--- src/rtl/eoc_pkg.sv ---
package eoc_pkg;

   typedef enum logic [1:0] {
      PH_IDLE = 2'd0,
      PH_CONV = 2'd1,
      PH_ACQ  = 2'd2
   } phase_e;

   // Round a time interval up to whole clock cycles, never below one.
   function automatic int ns_to_cycles(input longint clk_hz, input longint ns);
      longint c;
      c = (clk_hz * ns + 64'd999_999_999) / 64'd1_000_000_000;
      if (c < 1) c = 1;
      return int'(c);
   endfunction

endpackage

--- src/rtl/trig_sync.sv ---
module trig_sync #(
   parameter int STAGES = 2
) (
   input  logic clk,
   input  logic rst_n,
   input  logic din,
   output logic dout
);

   if (STAGES < 2) begin : g_bad_stages
      $error("trig_sync: STAGES must be at least 2");
   end

   for (genvar g = 0; g < STAGES; g++) begin : g_stage
      logic q;
      if (g == 0) begin : g_first
         always_ff @(posedge clk or negedge rst_n) begin
            if (!rst_n) q <= 1'b0;
            else        q <= din;
         end
      end else begin : g_next
         always_ff @(posedge clk or negedge rst_n) begin
            if (!rst_n) q <= 1'b0;
            else        q <= g_stage[g-1].q;
         end
      end
   end

   assign dout = g_stage[STAGES-1].q;

endmodule

--- src/rtl/pulse_qual.sv ---
module pulse_qual #(
   parameter int PW_CYC = 10
) (
   input  logic clk,
   input  logic rst_n,
   input  logic lvl,
   output logic accept
);

   if (PW_CYC < 1) begin : g_bad_pw
      $error("pulse_qual: PW_CYC must be at least 1");
   end

   if (PW_CYC == 1) begin : g_edge
      // One cycle is enough: plain rising-edge detect.
      logic lvl_d;
      always_ff @(posedge clk or negedge rst_n) begin
         if (!rst_n) lvl_d <= 1'b0;
         else        lvl_d <= lvl;
      end
      assign accept = lvl & ~lvl_d;
   end else begin : g_count
      localparam int CW = $clog2(PW_CYC + 1);
      localparam logic [CW-1:0] RUN_TOP  = CW'(PW_CYC);
      localparam logic [CW-1:0] RUN_FIRE = CW'(PW_CYC - 1);
      logic [CW-1:0] run;
      always_ff @(posedge clk or negedge rst_n) begin
         if (!rst_n)              run <= '0;
         else if (!lvl)           run <= '0;
         else if (run != RUN_TOP) run <= run + 1'b1;
      end
      assign accept = lvl && (run == RUN_FIRE);
   end

   // One acceptance per high level, never two cycles in a row.
   assert_one_accept_R7: assert property (@(posedge clk) disable iff (!rst_n)
      accept |=> !accept)
      else $error("accept asserted in two consecutive cycles");

endmodule

--- src/rtl/conv_fsm.sv ---
module conv_fsm
   import eoc_pkg::*;
#(
   parameter int CONV_CYC = 1000,
   parameter int ACQ_CYC  = 380,
   parameter int LEAD_CYC = 4
) (
   input  logic clk,
   input  logic rst_n,
   input  logic accept,
   output logic eoc,
   output logic core_start,
   output logic load,
   output logic trig_err
);

   localparam int SPAN  = (CONV_CYC > ACQ_CYC) ? CONV_CYC : ACQ_CYC;
   localparam int CNT_W = $clog2(SPAN + 1);
   localparam logic [CNT_W-1:0] CONV_LAST = CNT_W'(CONV_CYC - 1);
   localparam logic [CNT_W-1:0] ACQ_LAST  = CNT_W'(ACQ_CYC - 1);
   localparam logic [CNT_W-1:0] LOAD_AT   = CNT_W'(CONV_CYC - 1 - LEAD_CYC);

   if (CONV_CYC < 2) begin : g_bad_conv
      $error("conv_fsm: CONV_CYC must be at least 2");
   end
   if (ACQ_CYC < 1) begin : g_bad_acq
      $error("conv_fsm: ACQ_CYC must be at least 1");
   end
   if (LEAD_CYC >= CONV_CYC) begin : g_bad_lead
      $error("conv_fsm: LEAD_CYC must be below CONV_CYC");
   end

   phase_e           phase;
   logic [CNT_W-1:0] cnt;

   always_ff @(posedge clk or negedge rst_n) begin
      if (!rst_n) begin
         phase      <= PH_IDLE;
         cnt        <= '0;
         eoc        <= 1'b0;
         core_start <= 1'b0;
         trig_err   <= 1'b0;
      end else begin
         core_start <= 1'b0;
         if (accept && (phase != PH_IDLE)) trig_err <= 1'b1;
         unique case (phase)
            PH_IDLE: begin
               if (accept) begin
                  phase      <= PH_CONV;
                  cnt        <= '0;
                  eoc        <= 1'b1;
                  core_start <= 1'b1;
               end
            end
            PH_CONV: begin
               if (cnt == CONV_LAST) begin
                  phase <= PH_ACQ;
                  cnt   <= '0;
                  eoc   <= 1'b0;
               end else begin
                  cnt <= cnt + 1'b1;
               end
            end
            PH_ACQ: begin
               if (cnt == ACQ_LAST) begin
                  phase <= PH_IDLE;
                  cnt   <= '0;
               end else begin
                  cnt <= cnt + 1'b1;
               end
            end
            default: begin
               phase <= PH_IDLE;
               cnt   <= '0;
               eoc   <= 1'b0;
            end
         endcase
      end
   end

   assign load = (phase == PH_CONV) && (cnt == LOAD_AT);

   // Checker state: length of the current high interval, length of the gap.
   localparam int HI_W  = $clog2(CONV_CYC + 2);
   localparam int GAP_W = $clog2(ACQ_CYC + 2);
   localparam logic [GAP_W-1:0] GAP_MAX = GAP_W'(ACQ_CYC + 1);
   logic [HI_W-1:0]  hi_run;
   logic [GAP_W-1:0] gap_run;
   logic             had_conv;

   always_ff @(posedge clk or negedge rst_n) begin
      if (!rst_n) begin
         hi_run   <= '0;
         gap_run  <= '0;
         had_conv <= 1'b0;
      end else begin
         hi_run  <= eoc ? hi_run + 1'b1 : '0;
         if (eoc)                   gap_run <= '0;
         else if (gap_run != GAP_MAX) gap_run <= gap_run + 1'b1;
         if (eoc) had_conv <= 1'b1;
      end
   end

   assert_conv_len_R3: assert property (@(posedge clk) disable iff (!rst_n)
      $fell(eoc) |-> (hi_run == HI_W'(CONV_CYC)))
      else $error("eoc high interval has the wrong length");

   assert_start_first_R4: assert property (@(posedge clk) disable iff (!rst_n)
      $rose(eoc) |-> core_start)
      else $error("eoc rose without a start pulse");

   assert_acq_gap_R6: assert property (@(posedge clk) disable iff (!rst_n)
      ($rose(eoc) && had_conv) |-> (gap_run >= GAP_W'(ACQ_CYC)))
      else $error("conversion started inside the acquisition window");

   assert_err_sticky_R6: assert property (@(posedge clk) disable iff (!rst_n)
      trig_err |=> trig_err)
      else $error("trig_err cleared without reset");

endmodule

--- src/rtl/result_reg.sv ---
module result_reg #(
   parameter int DATA_W = 18
) (
   input  logic              clk,
   input  logic              rst_n,
   input  logic              cap_en,
   input  logic [DATA_W-1:0] cap_data,
   input  logic              load,
   output logic [DATA_W-1:0] dout
);

   if (DATA_W < 1) begin : g_bad_w
      $error("result_reg: DATA_W must be at least 1");
   end

   logic [DATA_W-1:0] staged;

   always_ff @(posedge clk or negedge rst_n) begin
      if (!rst_n) begin
         staged <= '0;
         dout   <= '0;
      end else begin
         if (cap_en) staged <= cap_data;
         if (load)   dout   <= staged;
      end
   end

   assert_dout_hold_R5: assert property (@(posedge clk) disable iff (!rst_n)
      !load |=> $stable(dout))
      else $error("dout changed outside the data point");

endmodule

--- src/rtl/eoc_sequencer.sv ---
module eoc_sequencer
   import eoc_pkg::*;
#(
   parameter longint CLK_HZ       = 200_000_000,
   parameter int     CONV_NS      = 5000,
   parameter int     MIN_PULSE_NS = 50,
   parameter int     LEAD_NS      = 20,
   parameter int     ACQ_NS       = 1900,
   parameter int     DATA_W       = 18,
   parameter int     SYNC_STAGES  = 2
) (
   input  logic              clk,
   input  logic              rst_n,
   input  logic              trig_in,
   output logic              eoc,
   output logic              core_start,
   input  logic              core_done,
   input  logic [DATA_W-1:0] core_data,
   output logic [DATA_W-1:0] dout,
   output logic              trig_err
);

   localparam int CONV_CYC = ns_to_cycles(CLK_HZ, longint'(CONV_NS));
   localparam int PW_CYC   = ns_to_cycles(CLK_HZ, longint'(MIN_PULSE_NS));
   localparam int LEAD_CYC = ns_to_cycles(CLK_HZ, longint'(LEAD_NS));
   localparam int ACQ_CYC  = ns_to_cycles(CLK_HZ, longint'(ACQ_NS));

   logic trig_lvl;
   logic accept;
   logic load;

   trig_sync #(.STAGES(SYNC_STAGES)) i_sync (
      .clk   (clk),
      .rst_n (rst_n),
      .din   (trig_in),
      .dout  (trig_lvl)
   );

   pulse_qual #(.PW_CYC(PW_CYC)) i_qual (
      .clk    (clk),
      .rst_n  (rst_n),
      .lvl    (trig_lvl),
      .accept (accept)
   );

   conv_fsm #(
      .CONV_CYC (CONV_CYC),
      .ACQ_CYC  (ACQ_CYC),
      .LEAD_CYC (LEAD_CYC)
   ) i_fsm (
      .clk        (clk),
      .rst_n      (rst_n),
      .accept     (accept),
      .eoc        (eoc),
      .core_start (core_start),
      .load       (load),
      .trig_err   (trig_err)
   );

   result_reg #(.DATA_W(DATA_W)) i_res (
      .clk      (clk),
      .rst_n    (rst_n),
      .cap_en   (core_done & eoc),
      .cap_data (core_data),
      .load     (load),
      .dout     (dout)
   );

   assert_reset_quiet_R1: assert property (@(posedge clk)
      !rst_n |=> (!core_start && !trig_err))
      else $error("outputs active during reset");

endmodule

--- config.mk ---
export PLATFORM = sky130hd
export DESIGN_NAME = eoc_sequencer
export DESIGN_NICKNAME = d
export VERILOG_FILES = /design/src/rtl/eoc_pkg.sv /design/src/rtl/trig_sync.sv /design/src/rtl/pulse_qual.sv /design/src/rtl/conv_fsm.sv /design/src/rtl/result_reg.sv /design/src/rtl/eoc_sequencer.sv
export SDC_FILE = /design/constraint.sdc
export NUM_CORES = 1
export LEC_CHECK = 0
export ABC_AREA = 0
export BUFFER_PORTS_ARGS = -buffer_cell sky130_fd_sc_hd__clkbuf_2
export CORE_MARGIN = 10
export CORE_UTILIZATION = 50
export CTS_CLUSTER_SIZE = 10
export DETAILED_ROUTE_END_ITERATION = 12
export MAX_ROUTING_LAYER = met4
export PLACE_DENSITY = 0.75
export SKIP_CTS_REPAIR_TIMING = 1
export SYNTH_ARGS = -nofsm -noshare
export SYNTH_HDL_FRONTEND = slang
export SYNTH_SLANG_ARGS = --single-unit
--- constraint.sdc ---
create_clock -name clk -period 1.75 [get_ports clk]
set_clock_uncertainty 0.15 [all_clocks]
set_input_delay 0.2625 -clock clk [delete_from_list [all_inputs] [get_ports clk]]
set_output_delay 0.2625 -clock clk [all_outputs]
set_load 0.01 [all_outputs]
==> results.json <==
{
  "ys_seq_area_frac": 0.543,
  "cts_tree": "yes",
  "setup_viol": 17,
  "fp.dieH_um": 92.5,
  "grt.overflow.total": 0,
  "synth-seq-cells": 57,
  "synth_cell_type_count": 46,
  "async_reset_ff_frac": 1.00,
  "ant_nets": 0,
  "start_util": 0.515,
  "drtIter0Drc": 107,
  "slew_headroom": 0.661,
  "final_nets": 304,
  "path_clk_slew_ns": 0.06,
  "syn-num-nets": 226,
  "via_count": 1851,
  "post-route-min-period_ns": 1.85,
  "final-seq-area_sq_um": 1430,
  "antenna_found_initial": 0,
  "grt_pass1_wl_mm": 9.30,
  "synthCells": 197,
  "htree_levels": 3,
  "path_cells": "buf_6 -> nor4b_4 -> a31oi_4 -> buf_6 -> o211ai_1 -> o311ai_2",
  "synth_edf_count": 0,
  "post-route-util": 0.674,
  "fin_crit_sh": 1.06,
  "cp.arrival_ns": 1.90,
  "max_stage_delay_ns": 0.39,
  "multi_input_area_sq_um": 1170,
  "vdd_ir_drop_max_mv": 0.415,
  "avgSynthCellArea_sq_um": 13.3,
  "failed_checks": "setup timing",
  "clock_path_buffers": 2,
  "place.gp.congestion": 0.891,
  "numCtsBuffers": 9,
  "tightest_slew_ns": 0.508,
  "grt_util_all_layers": 0.137,
  "core-area_sq_um": 5110,
  "fin_area_sq_um": 3440,
  "status": "finished, violations left",
  "clock.fmax_mhz": 541,
  "drv_cap": 0,
  "worstSetupEndpointType": "flop",
  "syn2layout_area_growth_pct": 30.9,
  "cts.sinks": 57,
  "timing.final.ws_setup_ns": -0.0992,
  "placed_area_sq_um": 3120,
  "viasPerCell": 5.29,
  "syn-cell-area_sq_um": 2630,
  "root_buffer": "clkbuf_8",
  "fillers": 364,
  "diodes": 0,
  "io-pin-count": 43,
  "rows": 26,
  "die_x_um": 92.5,
  "grt_pass1_vias": 1930,
  "crit_required_ns": 1.80,
  "hold_violations": 0,
  "firstDrtPassIters": 4,
  "critical_path_class": "reg2reg",
  "cp_max_fo": 7,
  "dieArea_sq_um": 8560,
  "insertion_delay_ns": 0.33,
  "ys.warnings.count": 0,
  "hold_ws_ns": 0.00811,
  "synthFlopType": "dfrtp_1",
  "drcViolationCount": 0,
  "drv_slew": 0,
  "drive_gt1_frac": 0.525,
  "final_common_cell": "dfrtp_1",
  "io_buffers": 42,
  "wl_mm": 5.56,
  "slowest_stage": "dfrtp_1",
  "layout_common_cells": "dfrtp_1 (57), clkbuf_2 (42), mux2_2 (26)",
  "hold_class": "in2reg",
  "cp_common_cell": "buf_6",
  "place_hpwl_mm": 4.01,
  "wl_per_cell_um": 15.9,
  "rsz0062_at_grt": "yes",
  "grt_max_degree": 25,
  "power_per_cell_area_nw_per_um2": 901,
  "cellLeakagePower_nw": 1.70,
  "crit_path_start_kind": "flop"
}
-- power by group --
part / total (W) / switching (W) / internal (W)
combinational: 0.000232 / 0.0000960 / 0.000136
clock: 0.00139 / 0.000519 / 0.000874
sequential: 0.00148 / 0.0000513 / 0.00143
-- through the flow --
stage | power (W) | setup WS, ns | TNS (ns) | cells
6_report | 0.00310 | -0.0992 | -0.648 | 350
5_1_grt | 0.00324 | -0.196 | -2.58 | 350
4_1_cts | 0.00313 | -0.0655 | -0.432 | 344
3_5_place_dp | 0.00173 | -0.0463 | -0.263 | 328
3_3_place_gp | 0.00171 | -0.0312 | -0.0312 | 328
2_1_floorplan | 0.00161 | -0.0186 | -0.186 | 197
-- critical path, delay by kind of cell, from the launching register on --
| family | cells | cell delay (ns) |
|---|---|---|
| AO/OA/AOI/OAI | 3 | 0.52 |
| buffers and inverters | 2 | 0.30 |
| flip-flops | 1 | 0.39 |
| AND/OR/NAND/NOR | 1 | 0.35 |
-- per-layer routing --
layer  share of wire  global-route usage  up-vias  wire, um
li1                -                   -      874         -
met4           0.012              0.0617        0        65
met2            0.48               0.216       43      2680
met3           0.057              0.0420        8       318
met5               0                   -        -         0
met1            0.45               0.158      926      2500
-- logic make-up after synthesis --
family	count (synthesis)	share of synthesized area
xor gates and xnor gates	2	0.00666
adders and majority gates	7	0.0333
buffers and inverters	15	0.0324
AOI/OAI and AO/OA	32	0.107
DFF	57	0.543
muxes	36	0.168
and+or+nand+nor	48	0.110
-- sequential cells by signal, summed over array words and instances, names as in the netlist, 2 cells and up --
register	flops
i_res.dout	18
i_res.staged	18
i_fsm.phase	2
i_qual.g_count.run	4
i_fsm.cnt	10
-- cells in the mapped netlist (all sizes together) (2+ instances only) --
cell	n	share of area
nand2	19	0.027
mux2	36	0.17
nand4	3	0.0071
a31oi	3	0.013
inv	8	0.011
o311ai	3	0.016
nor2	6	0.011
nand3	3	0.0057
buf	4	0.016
and4	4	0.015
and2	3	0.0071
xnor2	2	0.0067
clkbuf	3	0.0052
o22a	2	0.0067
or2	2	0.0048
a211oi	3	0.0086
o211ai	8	0.023
dfrtp	57	0.54
ha	7	0.033
o21ai	5	0.011
-- cell type report --
cell class              count  area share
clock buffers              11      0.0440
flip-flops and latches     57       0.414
multi-input cells         125       0.340
inverters                   8     0.00872
clock inverters             5      0.0225
repair buffers             74       0.145
well taps                  70      0.0254
-- path summary, 6_finish.rpt --
check | cells past startpoint | from | end | slack [ns]
setup / recovery | 6 | i_fsm.cnt[9] | i_fsm.cnt[6] | -0.1
hold / removal | 2 | core_data[4] | i_res.staged[4] | 0.008
setup reg to reg | 6 | i_fsm.cnt[9] | i_fsm.cnt[6] | -0.1
hold reg to reg | 0 | i_sync.g_stage[0].q | i_sync.dout | 0.20
max in group asynchronous | 3 | rst_n | i_res.dout[12] | 0.67
min in group asynchronous | 2 | rst_n | i_res.staged[7] | 0.29
Power figures use the tool's default switching activity.
